File: src/rtl/tex_pkg.sv
package tex_pkg;
  // Bits-per-pixel code: texture depth is 1 << code
  typedef enum logic [1:0] {
    BPP1 = 2'd0,
    BPP2 = 2'd1,
    BPP4 = 2'd2,
    BPP8 = 2'd3
  } depth_e;

  // Operation applied to the accumulator in a cycle
  typedef enum logic [1:0] {
    ACC_HOLD  = 2'd0,
    ACC_LOAD  = 2'd1,
    ACC_ALU   = 2'd2,
    ACC_STEP  = 2'd3
  } acc_op_e;
endpackage

File: src/rtl/tex_depth_mask.sv
module tex_depth_mask #(
  parameter int SEL_W = 3
) (
  input  logic [1:0]       depth,
  output logic [SEL_W-1:0] force_sel,
  output logic [SEL_W-1:0] keep_sel
);
  // Select bit i is unused (forced to one) when the depth code exceeds i
  for (genvar i = 0; i < SEL_W; i++) begin : g_bit
    assign force_sel[i] = (int'(depth) > i);
    assign keep_sel[i]  = ~force_sel[i];
  end
endmodule

File: src/rtl/tex_addsub.sv
module tex_addsub #(
  parameter int W = 20
) (
  input  logic [W-1:0] a,
  input  logic [W-1:0] b,
  input  logic         sub,
  output logic [W-1:0] sum,
  output logic         cout
);
  logic [W-1:0] b_eff;
  logic [W:0]   wide;

  assign b_eff = sub ? ~b : b;
  assign wide  = {1'b0, a} + {1'b0, b_eff} + {{W{1'b0}}, sub};
  assign sum   = wide[W-1:0];
  assign cout  = wide[W];
endmodule

File: src/rtl/tex_row_base.sv
module tex_row_base #(
  parameter int Y_W  = 9,
  parameter int XB_W = 12,
  parameter int LD_W = 20
) (
  input  logic            clk,
  input  logic            rst,
  input  logic [LD_W-1:0] ld_data,
  input  logic            ld_y,
  input  logic            ld_base,
  input  logic            inc,
  output logic [Y_W-1:0]  y_q,
  output logic [Y_W-1:0]  y_next,
  output logic [XB_W-1:0] base_q,
  output logic [XB_W-1:0] base_next
);
  always_comb begin
    y_next = ld_y ? ld_data[Y_W-1:0] : y_q;
    if (ld_base)
      base_next = ld_data[XB_W-1:0];
    else if (inc)
      base_next = base_q + {{(XB_W-1){1'b0}}, 1'b1};
    else
      base_next = base_q;
  end

  always_ff @(posedge clk) begin
    if (rst) begin
      y_q    <= '0;
      base_q <= '0;
    end else begin
      y_q    <= y_next;
      base_q <= base_next;
    end
  end
endmodule

File: src/rtl/tex_addr_gen.sv
module tex_addr_gen #(
  parameter int FRAC_W = 8,
  parameter int SEL_W  = 3,
  parameter int XI_W   = 9,
  parameter int Y_W    = 9,
  parameter int XB_W   = 12,
  localparam int ACC_W  = FRAC_W + SEL_W + XI_W,
  localparam int LD_W   = ACC_W,
  localparam int ADDR_W = Y_W + XB_W
) (
  input  logic              clk,
  input  logic              rst,
  input  logic [LD_W-1:0]   ld_data,
  input  logic              ld_acc,
  input  logic              ld_step,
  input  logic              ld_y,
  input  logic              ld_base,
  input  logic [1:0]        depth,
  input  logic              adv,
  input  logic              alu_en,
  input  logic              alu_sub,
  output logic [ADDR_W-1:0] addr_o,
  output logic [SEL_W-1:0]  shift_o,
  output logic [ACC_W-1:0]  acc_o,
  output logic              zero_o
);
  import tex_pkg::*;

  localparam int SEL_LO = FRAC_W;
  localparam int XI_LO  = FRAC_W + SEL_W;

  logic [ACC_W-1:0]  acc_q, acc_next, step_q, step_next;
  logic [ACC_W-1:0]  force_vec, opnd_a, add_sum;
  logic              add_cout, base_inc;
  logic [SEL_W-1:0]  force_sel, keep_sel;
  logic [Y_W-1:0]    y_q, y_next;
  logic [XB_W-1:0]   base_q, base_next, x_next;
  acc_op_e           op;

  tex_depth_mask #(.SEL_W(SEL_W)) u_mask (
    .depth     (depth),
    .force_sel (force_sel),
    .keep_sel  (keep_sel)
  );

  // Unused select bits become ones for an advance so a fraction carry skips them
  assign force_vec = {{XI_W{1'b0}}, force_sel, {FRAC_W{1'b0}}};

  always_comb begin
    if (ld_acc)      op = ACC_LOAD;
    else if (alu_en) op = ACC_ALU;
    else if (adv)    op = ACC_STEP;
    else             op = ACC_HOLD;
  end

  assign opnd_a = (op == ACC_STEP) ? (acc_q | force_vec) : acc_q;

  tex_addsub #(.W(ACC_W)) u_add (
    .a    (opnd_a),
    .b    (step_q),
    .sub  (alu_sub && (op == ACC_ALU)),
    .sum  (add_sum),
    .cout (add_cout)
  );

  always_comb begin
    unique case (op)
      ACC_LOAD: acc_next = ld_data[ACC_W-1:0];
      ACC_ALU,
      ACC_STEP: acc_next = add_sum;
      default:  acc_next = acc_q;
    endcase
    step_next = ld_step ? ld_data[ACC_W-1:0] : step_q;
  end

  assign base_inc = (op == ACC_STEP) && add_cout;

  tex_row_base #(.Y_W(Y_W), .XB_W(XB_W), .LD_W(LD_W)) u_rowbase (
    .clk       (clk),
    .rst       (rst),
    .ld_data   (ld_data),
    .ld_y      (ld_y),
    .ld_base   (ld_base),
    .inc       (base_inc),
    .y_q       (y_q),
    .y_next    (y_next),
    .base_q    (base_q),
    .base_next (base_next)
  );

  // X byte position = base + integer field of the accumulator
  generate
    if (XB_W > XI_W) begin : g_xwide
      assign x_next = base_next + {{(XB_W-XI_W){1'b0}}, acc_next[ACC_W-1:XI_LO]};
    end else begin : g_xnarrow
      assign x_next = base_next + acc_next[XI_LO+XB_W-1:XI_LO];
    end
  endgenerate

  always_ff @(posedge clk) begin
    if (rst) begin
      acc_q   <= '0;
      step_q  <= '0;
      addr_o  <= '0;
      shift_o <= '0;
      zero_o  <= 1'b1;
    end else begin
      acc_q   <= acc_next;
      step_q  <= step_next;
      addr_o  <= {y_next, x_next};
      shift_o <= acc_next[SEL_LO+SEL_W-1:SEL_LO] & keep_sel;
      zero_o  <= (acc_next == '0);
    end
  end

  assign acc_o = acc_q;
endmodule

File: config.mk
export PLATFORM = sky130hd
export DESIGN_NAME = tex_addr_gen
export DESIGN_NICKNAME = d
export VERILOG_FILES = /design/src/rtl/tex_pkg.sv /design/src/rtl/tex_depth_mask.sv /design/src/rtl/tex_addsub.sv /design/src/rtl/tex_row_base.sv /design/src/rtl/tex_addr_gen.sv
export SDC_FILE = /design/constraint.sdc
export NUM_CORES = 1
export LEC_CHECK = 0
export BUFFER_PORTS_ARGS = -buffer_cell sky130_fd_sc_hd__clkbuf_2
export CAP_MARGIN = 40
export CORE_UTILIZATION = 64
export CTS_BUF_LIST = sky130_fd_sc_hd__clkbuf_2
export DETAILED_ROUTE_END_ITERATION = 10
export GPL_TIMING_DRIVEN = 0
export PLACE_DENSITY = 0.95
export SLEW_MARGIN = 20
export SYNTH_ARGS = -nofsm -noshare
export SYNTH_HDL_FRONTEND = slang
export SYNTH_SLANG_ARGS = --single-unit
File: constraint.sdc
create_clock -name clk -period 16.8 [get_ports clk]
set_input_delay 1.68 -clock clk [delete_from_list [all_inputs] [get_ports clk]]
set_output_delay 1.68 -clock clk [all_outputs]
set_load 0.02 [all_outputs]
==> results of run 1 <==
-- per-layer routing --
layer	vias to the layer above	GRT usage	wire length [um]
li1	2214	-	-
met1	2242	0.435	5540
met2	220	0.603	6470
met3	54	0.0619	1030
met4	0	0.188	497
met5	-	0	0
-- worst max path at each step --
stage | endpoint | slack [ns] | cells past startpoint
after floorplan | addr_o[10] | 9.47 | 31
after global placement | addr_o[10] | 8.33 | 31
after detailed placement | addr_o[10] | 8.17 | 31
after CTS | addr_o[10] | 8.80 | 31
after global routing | addr_o[10] | 8.17 | 31
final | addr_o[10] | 8.61 | 31
-- flip-flops by register name, indices dropped and copies added (netlist names) --
signal / cells
step_q: 20
shift_o: 3
acc_o: 20
zero_o: 1
addr_o: 12
u_rowbase.y_q: 9
u_rowbase.base_q: 12
-- worst register-to-register path, stage by stage, from the launching register on --
cell      delay [ns]
dfxtp_1         0.43
and4bb_2        0.35
nor2_1          0.06
fa_1            0.39
nand2b_1        0.19
a211oi_2        0.25
o21ai_2         0.16
o21a_4          0.24
nor3_4          0.26
buf_6           0.19
or2_2           0.14
mux2i_1         0.07
o21ai_0         0.42
inv_1           0.12
fa_1            0.43
nor2b_1         0.16
o21ai_0         0.13
a21boi_0        0.26
o21ai_0         0.14
a21boi_0        0.36
o31a_1          0.21
o32ai_1         0.10
xnor2_1         0.16
nor2_1          0.06
-- per-stage QoR --
step	cells	setup slack (ns)
6_report	764	8.61
5_1_grt	764	8.17
4_1_cts	764	8.80
3_5_place_dp	748	8.17
3_3_place_gp	748	8.33
2_1_floorplan	579	9.47
-- logic make-up (layout without fill, tap and decap cells) --
kind of cell / after synthesis / count (layout) / share of synthesized area
AO/OA/AOI/OAI: 115 / 115 / 0.165
multiplexers: 39 / 39 / 0.0806
XOR/XNOR: 42 / 42 / 0.0760
AND/OR/NAND/NOR: 224 / 224 / 0.232
adder cells (fa/ha/maj): 32 / 32 / 0.0858
flip-flops: 77 / 77 / 0.318
buffers and inverters: 50 / 136 / 0.0418
-- where the power goes --
| part | internal, mW | leakage [nW] | switching [mW] |
|---|---|---|---|
| sequential | 0.201 | 0.639 | 0.0115 |
| combinational | 0.0680 | 1.79 | 0.105 |
| clock | 0.0366 | 0.0735 | 0.0776 |
| total | 0.305 | 2.50 | 0.194 |
-- cell type report --
type,count,share of cell area
Buffer,31,0.0241
Multi-Input combinational cell,452,0.569
Clock inverter,7,0.0149
Tap cell,99,0.0228
Clock buffer,9,0.00827
Inverter,19,0.0131
Sequential cell,77,0.283
Timing Repair Buffer,70,0.0644
-- placed cells by master (no fill, tap or decap), drive strengths merged, types with 4 or more instances in the layout --
cell type and n:
o211ai 5, and3 5, nor2b 22, a21oi 29, xnor2 33, o21ai 23, nand2b 10, a211oi 4
clkbuf 97, nand4b 4, nor3b 4, a21o 5, nor2 87, and2 5, dfxtp 77, nand2 29
nor3 31, o31ai 5, nand3 5, ha 30, or4 4, xor2 9, mux2i 39, o21a 8
inv 22, o2111ai 4, buf 13
==> results.sh, run 1 <==
export IMPL_drv_slew=0
export IMPL_antenna_cells=0
export IMPL_synth_ff_latch_count=77
export IMPL_fp_dieW_um=89.0
export IMPL_ff2ff_setup_slack_ns=11.41
export IMPL_setup_viol=0
export IMPL_gp_routability_congestion=0.947
export IMPL_hpwl_um=10500
export IMPL_max_freq_ghz=0.122
export IMPL_ys_top_cells_by_count="nor2_1 (87), dfxtp_1 (77), mux2i_1 (39)"
export IMPL_drc=0
export IMPL_grt_max_degree=16
export IMPL_netlist_cell_type_count=65
export IMPL_flow_area_growth_from_synthesis_pct=12.4
export IMPL_grt_pass1_vias=4419
export IMPL_multi_input_area_um2=3100
export IMPL_max_slew_margin=0.455
export IMPL_yosys_most_used_dff="dfxtp_1"
export IMPL_yosys_area_top_type="dfxtp_1"
export IMPL_holdPathStages=2
export IMPL_nets=723
export IMPL_drt_wirelength_per_cell_um=17.7
export IMPL_clkTransAtPathRegs_ns=0.24
export IMPL_synth_seq_area_share=0.318
export IMPL_min_from="u_rowbase.y_q[3]"
export IMPL_worstSkewPairLatency_ns=0.59
export IMPL_drt_initial_drc_count=416
export IMPL_tightest_slew_ns=0.818
export IMPL_htreeDepth=3
export IMPL_async_flop_share=0
export IMPL_final_util=0.747
export IMPL_r2r_end="addr_o[10]"
export IMPL_yosys_warnings=0
export IMPL_seq_area_um2=1540
export IMPL_cts_setup_buffers=0
export IMPL_hp_class="reg -> reg"
export IMPL_antenna_left=0
export IMPL_placed_cell_area_um2=5320
export IMPL_postSynthCellCount=579
export IMPL_max_cap_viol_count=0
export IMPL_p_leak_nw=2.50
export IMPL_die_h_um=89.0
export IMPL_startpoint_type="primary input"
export IMPL_finalSetupTns_ns=0
export IMPL_drive_gt1_frac=0.159
export IMPL_power_per_cell_area_nw_per_um2=91.7
export IMPL_hold_end="u_rowbase.y_q[3]"
export IMPL_layout_min_cycle_time_ns=8.19
export IMPL_ir_drop_mv=0.0654
export IMPL_hold_violations=0
export IMPL_worst_path_buf_inv=9
export IMPL_worstRegToRegCells=23
export IMPL_cts_tree="done"
export IMPL_max_stage_delay_ns=0.63
export IMPL_crit_path_start="ld_acc"
export IMPL_routed_wl_um=13500
export IMPL_syn_cell_area_um2=4840
export IMPL_design_core_area_um2=7290
export IMPL_rr_startpoint="step_q[0]"
export IMPL_io_buffers=70
export IMPL_antenna_found_initial=0
export IMPL_synth_edff_count=0
export IMPL_post_cts_resize_count=0
export IMPL_ios=76
export IMPL_cts_sinks=77
export IMPL_cts_buffer_depth=2
export IMPL_grt_pass1_wl_um=21100
export IMPL_rsz0062_at_grt="no"
export IMPL_die_area_um2=7920
export IMPL_grt_ovfl_total=0
export IMPL_finalCritPeriodShare=0.488
export IMPL_cp_max_fo=10
export IMPL_synth_area_leaders="dfxtp_1 (32%), mux2i_1 (8.1%), ha_1 (7.7%), nor2_1 (6.7%), xnor2_1 (6.0%)"
export IMPL_p_total_uw=499
export IMPL_postSynthAreaPerCell_um2=8.37
export IMPL_path_class="in -> reg"
export IMPL_critPathRequiredTime_ns=17.27
export IMPL_cp_end_kind="register"
export IMPL_yosysMostFrequentCell="nor2_1"
export IMPL_avgViaCountPerCell=6.19
export IMPL_num_rows=31
export IMPL_cp_arrival_ns=8.66
export IMPL_final_area_um2=5440
export IMPL_first_pass_iters=6
export IMPL_filler_cell_count=580
export IMPL_yosysTopAreaCellShare=0.318
export IMPL_cts_buffers=9
export IMPL_grt_usage=0.357
export IMPL_route_vias_total=4730
export IMPL_cts_hold_buffers=0
export IMPL_clock_skew_ns=0.0187
export IMPL_start_util=0.664
export IMPL_cp_top_family="buffers and inverters"
export IMPL_status="finished, final reports clean"
export IMPL_path_common_cell="buf_2"
export IMPL_syn_num_nets=642
export IMPL_cpMaxStageDelayCell="clkbuf_1"
export IMPL_cts_root_buf="clkbuf_2"
export IMPL_whs_ns=0.539
Note: power is estimated with default switching activity, not from simulation.
==> run 2: changes to the inputs <==
- ABC_AREA: not set -> 1
- CORE_UTILIZATION: 64 -> 54
- PLACE_DENSITY: 0.95 -> 0.89
- clock period: 16.8 -> 7.3 ns (I/O delays scaled with it)
==> run 2 against run 1 <==
Compared with the run above:
- register-to-register slack lost 8.7 ns
- utilization fell by 12 points
- clock power up 130%
==> results.sh, run 2 <==
export IMPL_status="finished, final reports clean"
export IMPL_antenna_found_initial=0
export IMPL_placed_cell_area_um2=5740
export IMPL_cts_buffer_depth=2
export IMPL_yosysMostFrequentCell="nand2_1"
export IMPL_dr_wl_met2_um=6940
export IMPL_crit_path_start="ld_acc"
export IMPL_num_rows=35
export IMPL_synth_seq_area_share=0.296
export IMPL_setup_viol=0
export IMPL_drv_slew=0
export IMPL_cp_end_kind="register"
export IMPL_yosys_warnings=0
export IMPL_gp_routability_congestion=0.950
export IMPL_cts_root_buf="clkbuf_2"
export IMPL_synth_compound_area_share=0.157
export IMPL_dp_slack_ns=1.51
export IMPL_drt_wirelength_per_cell_um=15.1
export IMPL_p_int_uw=682
export IMPL_grt_max_degree=16
export IMPL_rr_startpoint="step_q[0]"
export IMPL_synth_top_family_by_area="simple AND/OR/NAND/NOR gates"
export IMPL_cts_buffers=9
export IMPL_drc=0
export IMPL_start_util=0.562
export IMPL_clock_skew_ns=0.0504
export IMPL_cpMaxStageDelayCell="buf_2"
export IMPL_p_leak_nw=3.08
export IMPL_syn_num_nets=867
export IMPL_drt_initial_drc_count=525
export IMPL_max_slew_margin=0.492
export IMPL_switching_power_uw=473
export IMPL_post_cts_resize_count=0
export IMPL_worstRegToRegCells=27
export IMPL_synth_ff_latch_count=77
export IMPL_yosysTopAreaCellShare=0.296
export IMPL_finalSetupTns_ns=0
export IMPL_yosys_area_top_type="dfxtp_1"
export IMPL_pwr_share_seq=0.423
export IMPL_netlist_cell_type_count=41
export IMPL_first_pass_iters=6
export IMPL_syn_cell_area_um2=5220
export IMPL_synthMuxAreaShare=0
export IMPL_swShare=0.410
export IMPL_postSynthCellCount=804
export IMPL_ys_top_cells_by_count="nand2_1 (159), inv_1 (124), nor2_1 (124)"
export IMPL_final_area_um2=5860
export IMPL_avgViaCountPerCell=5.43
export IMPL_htreeDepth=3
export IMPL_design_core_area_um2=9280
export IMPL_startpoint_type="primary input"
export IMPL_finalWorstSetupSlack_ns=2.03
export IMPL_cts_tree="done"
export IMPL_die_h_um=100
export IMPL_path_common_cell="nand2_1"
export IMPL_cts_hold_buffers=0
export IMPL_antenna_left=0
export IMPL_critPathRequiredTime_ns=7.76
export IMPL_flow_area_growth_from_synthesis_pct=12.4
export IMPL_stdcell_count=1021
export IMPL_path_class="in -> reg"
export IMPL_dp_cells=1005
export IMPL_ios=76
export IMPL_routed_wl_met3_um=1460
export IMPL_layout_common_cells="nand2_1 (159), inv_1 (124), nor2_1 (124)"
export IMPL_cp_arrival_ns=5.73
export IMPL_ff2ff_setup_slack_ns=2.72
export IMPL_min_from="depth[1]"
export IMPL_routed_wl_um=15400
export IMPL_max_cap_viol_count=0
export IMPL_hpwl_um=11900
export IMPL_hp_class="in -> reg"
export IMPL_cts_sinks=77
export IMPL_tightest_slew_ns=0.758
export IMPL_r2r_end="addr_o[10]"
export IMPL_antenna_cells=0
export IMPL_layout_min_cycle_time_ns=5.27
export IMPL_synth_simple_area_share=0.304
export IMPL_synth_area_leaders="dfxtp_1 (30%), nand2_1 (11%), inv_1 (8.9%), nor2_1 (8.9%), ha_1 (7.2%)"
export IMPL_grt_pass1_wl_um=25100
export IMPL_synth_xor_area_frac=0.0537
export IMPL_finalCritPeriodShare=0.721
export IMPL_nets=950
export IMPL_ir_drop_mv=0.136
export IMPL_wl_met1_um=6440
export IMPL_synthAdderAreaFrac=0.0796
export IMPL_final_util=0.632
export IMPL_max_freq_ghz=0.190
export IMPL_fp_dieW_um=100
export IMPL_grt_pass1_vias=5067
export IMPL_power_per_cell_area_nw_per_um2=197
export IMPL_yosys_most_used_dff="dfxtp_1"
export IMPL_drive_gt1_frac=0.141
export IMPL_hold_end="shift_o[1]"
export IMPL_grt_ovfl_total=0
export IMPL_holdPathStages=2
export IMPL_postSynthAreaPerCell_um2=6.49
export IMPL_max_stage_delay_ns=0.40
export IMPL_grt_usage=0.323
export IMPL_cp_max_fo=10
export IMPL_route_vias_total=5548
export IMPL_io_buffers=72
export IMPL_clkTransAtPathRegs_ns=0.27
export IMPL_synth_edff_count=0
export IMPL_cts_setup_buffers=0
export IMPL_async_flop_share=0
export IMPL_power_frac_comb=0.351
export IMPL_die_area_um2=10100
export IMPL_clock_power_share=0.226
export IMPL_rsz0062_at_grt="no"
export IMPL_worstSkewPairLatency_ns=0.56
export IMPL_maxUsedRoutingLayer="met4"
export IMPL_hold_violations=0
export IMPL_final_common_cell="nand2_1"
-- run 2: changes by cell type in the layout (fill, tap and decap cells not counted), sizes merged, moves of 34 or more --
cell | previous run | this run
inv | 22 | 131
o21ai | 23 | 57
nor2 | 87 | 130
nand2 | 29 | 167
mux2i | 39 | 0
nand3 | 5 | 40
-- run 2: area by class of cell --
class                   count  area (um2)
fillers                   891        3420
multi-input cells         577        3100
flip-flops and latches     77        1540
inverters                 130         490
repair buffers             72         360
well taps                 129         161
plain buffers              20        82.6
clock inverters             7        80.1
clock buffers               9        45.0
-- run 2: cell families after synthesis --
| kind of cell | count (synthesis) |
|---|---|
| adders and majority gates | 32 |
| AOI/OAI and AO/OA | 142 |
| DFF | 77 |
| and+or+nand+nor | 371 |
| buffers and inverters | 150 |
| xor gates and xnor gates | 32 |
-- run 2: how the worst max path moves through the flow --
| stage | to | slack, ns | depth (start not counted) |
|---|---|---|---|
| finish | addr_o[10] | 2.03 | 33 |
| global route | addr_o[10] | 1.51 | 33 |
| CTS | addr_o[10] | 2.08 | 33 |
| detailed placement | addr_o[10] | 1.51 | 33 |
| global placement | addr_o[10] | 1.61 | 32 |
| floorplan | addr_o[10] | 2.55 | 32 |
-- run 2: routing by layer --
| layer | vias to the layer above | track usage |
|---|---|---|
| li1 | 2721 | - |
| met2 | 295 | 0.523 |
| met3 | 50 | 0.0550 |
| met4 | 0 | 0.136 |
| met5 | - | 0 |
| met1 | 2482 | 0.425 |
-- run 2: power by group through the flow --
stage          Combinational [mW]  Clock [mW]  Sequential, mW
2_1_floorplan               0.251           0           0.524
3_3_place_gp                0.388           0           0.494
3_5_place_dp                0.394           0           0.495
4_1_cts                     0.397       0.261           0.487
5_1_grt                     0.451       0.280           0.492
6_report                    0.405       0.261           0.488
-- run 2: worst max-delay path, delay by kind of cell --
kind	cells	cell delay, ns
AOI/OAI and AO/OA	6	0.87
xor gates and xnor gates	1	0.19
adders and majority gates	3	0.95
buffers and inverters	10	1.63
and+or+nand+nor	13	1.38
-- run 2: per-stage QoR --
stage	power [mW]	hold WS (ns)
after floorplan	0.774	0.483
after CTS	1.15	0.353
after global routing	1.22	0.330
after detailed placement	0.889	0.488
after global placement	0.882	0.480
final	1.15	0.374
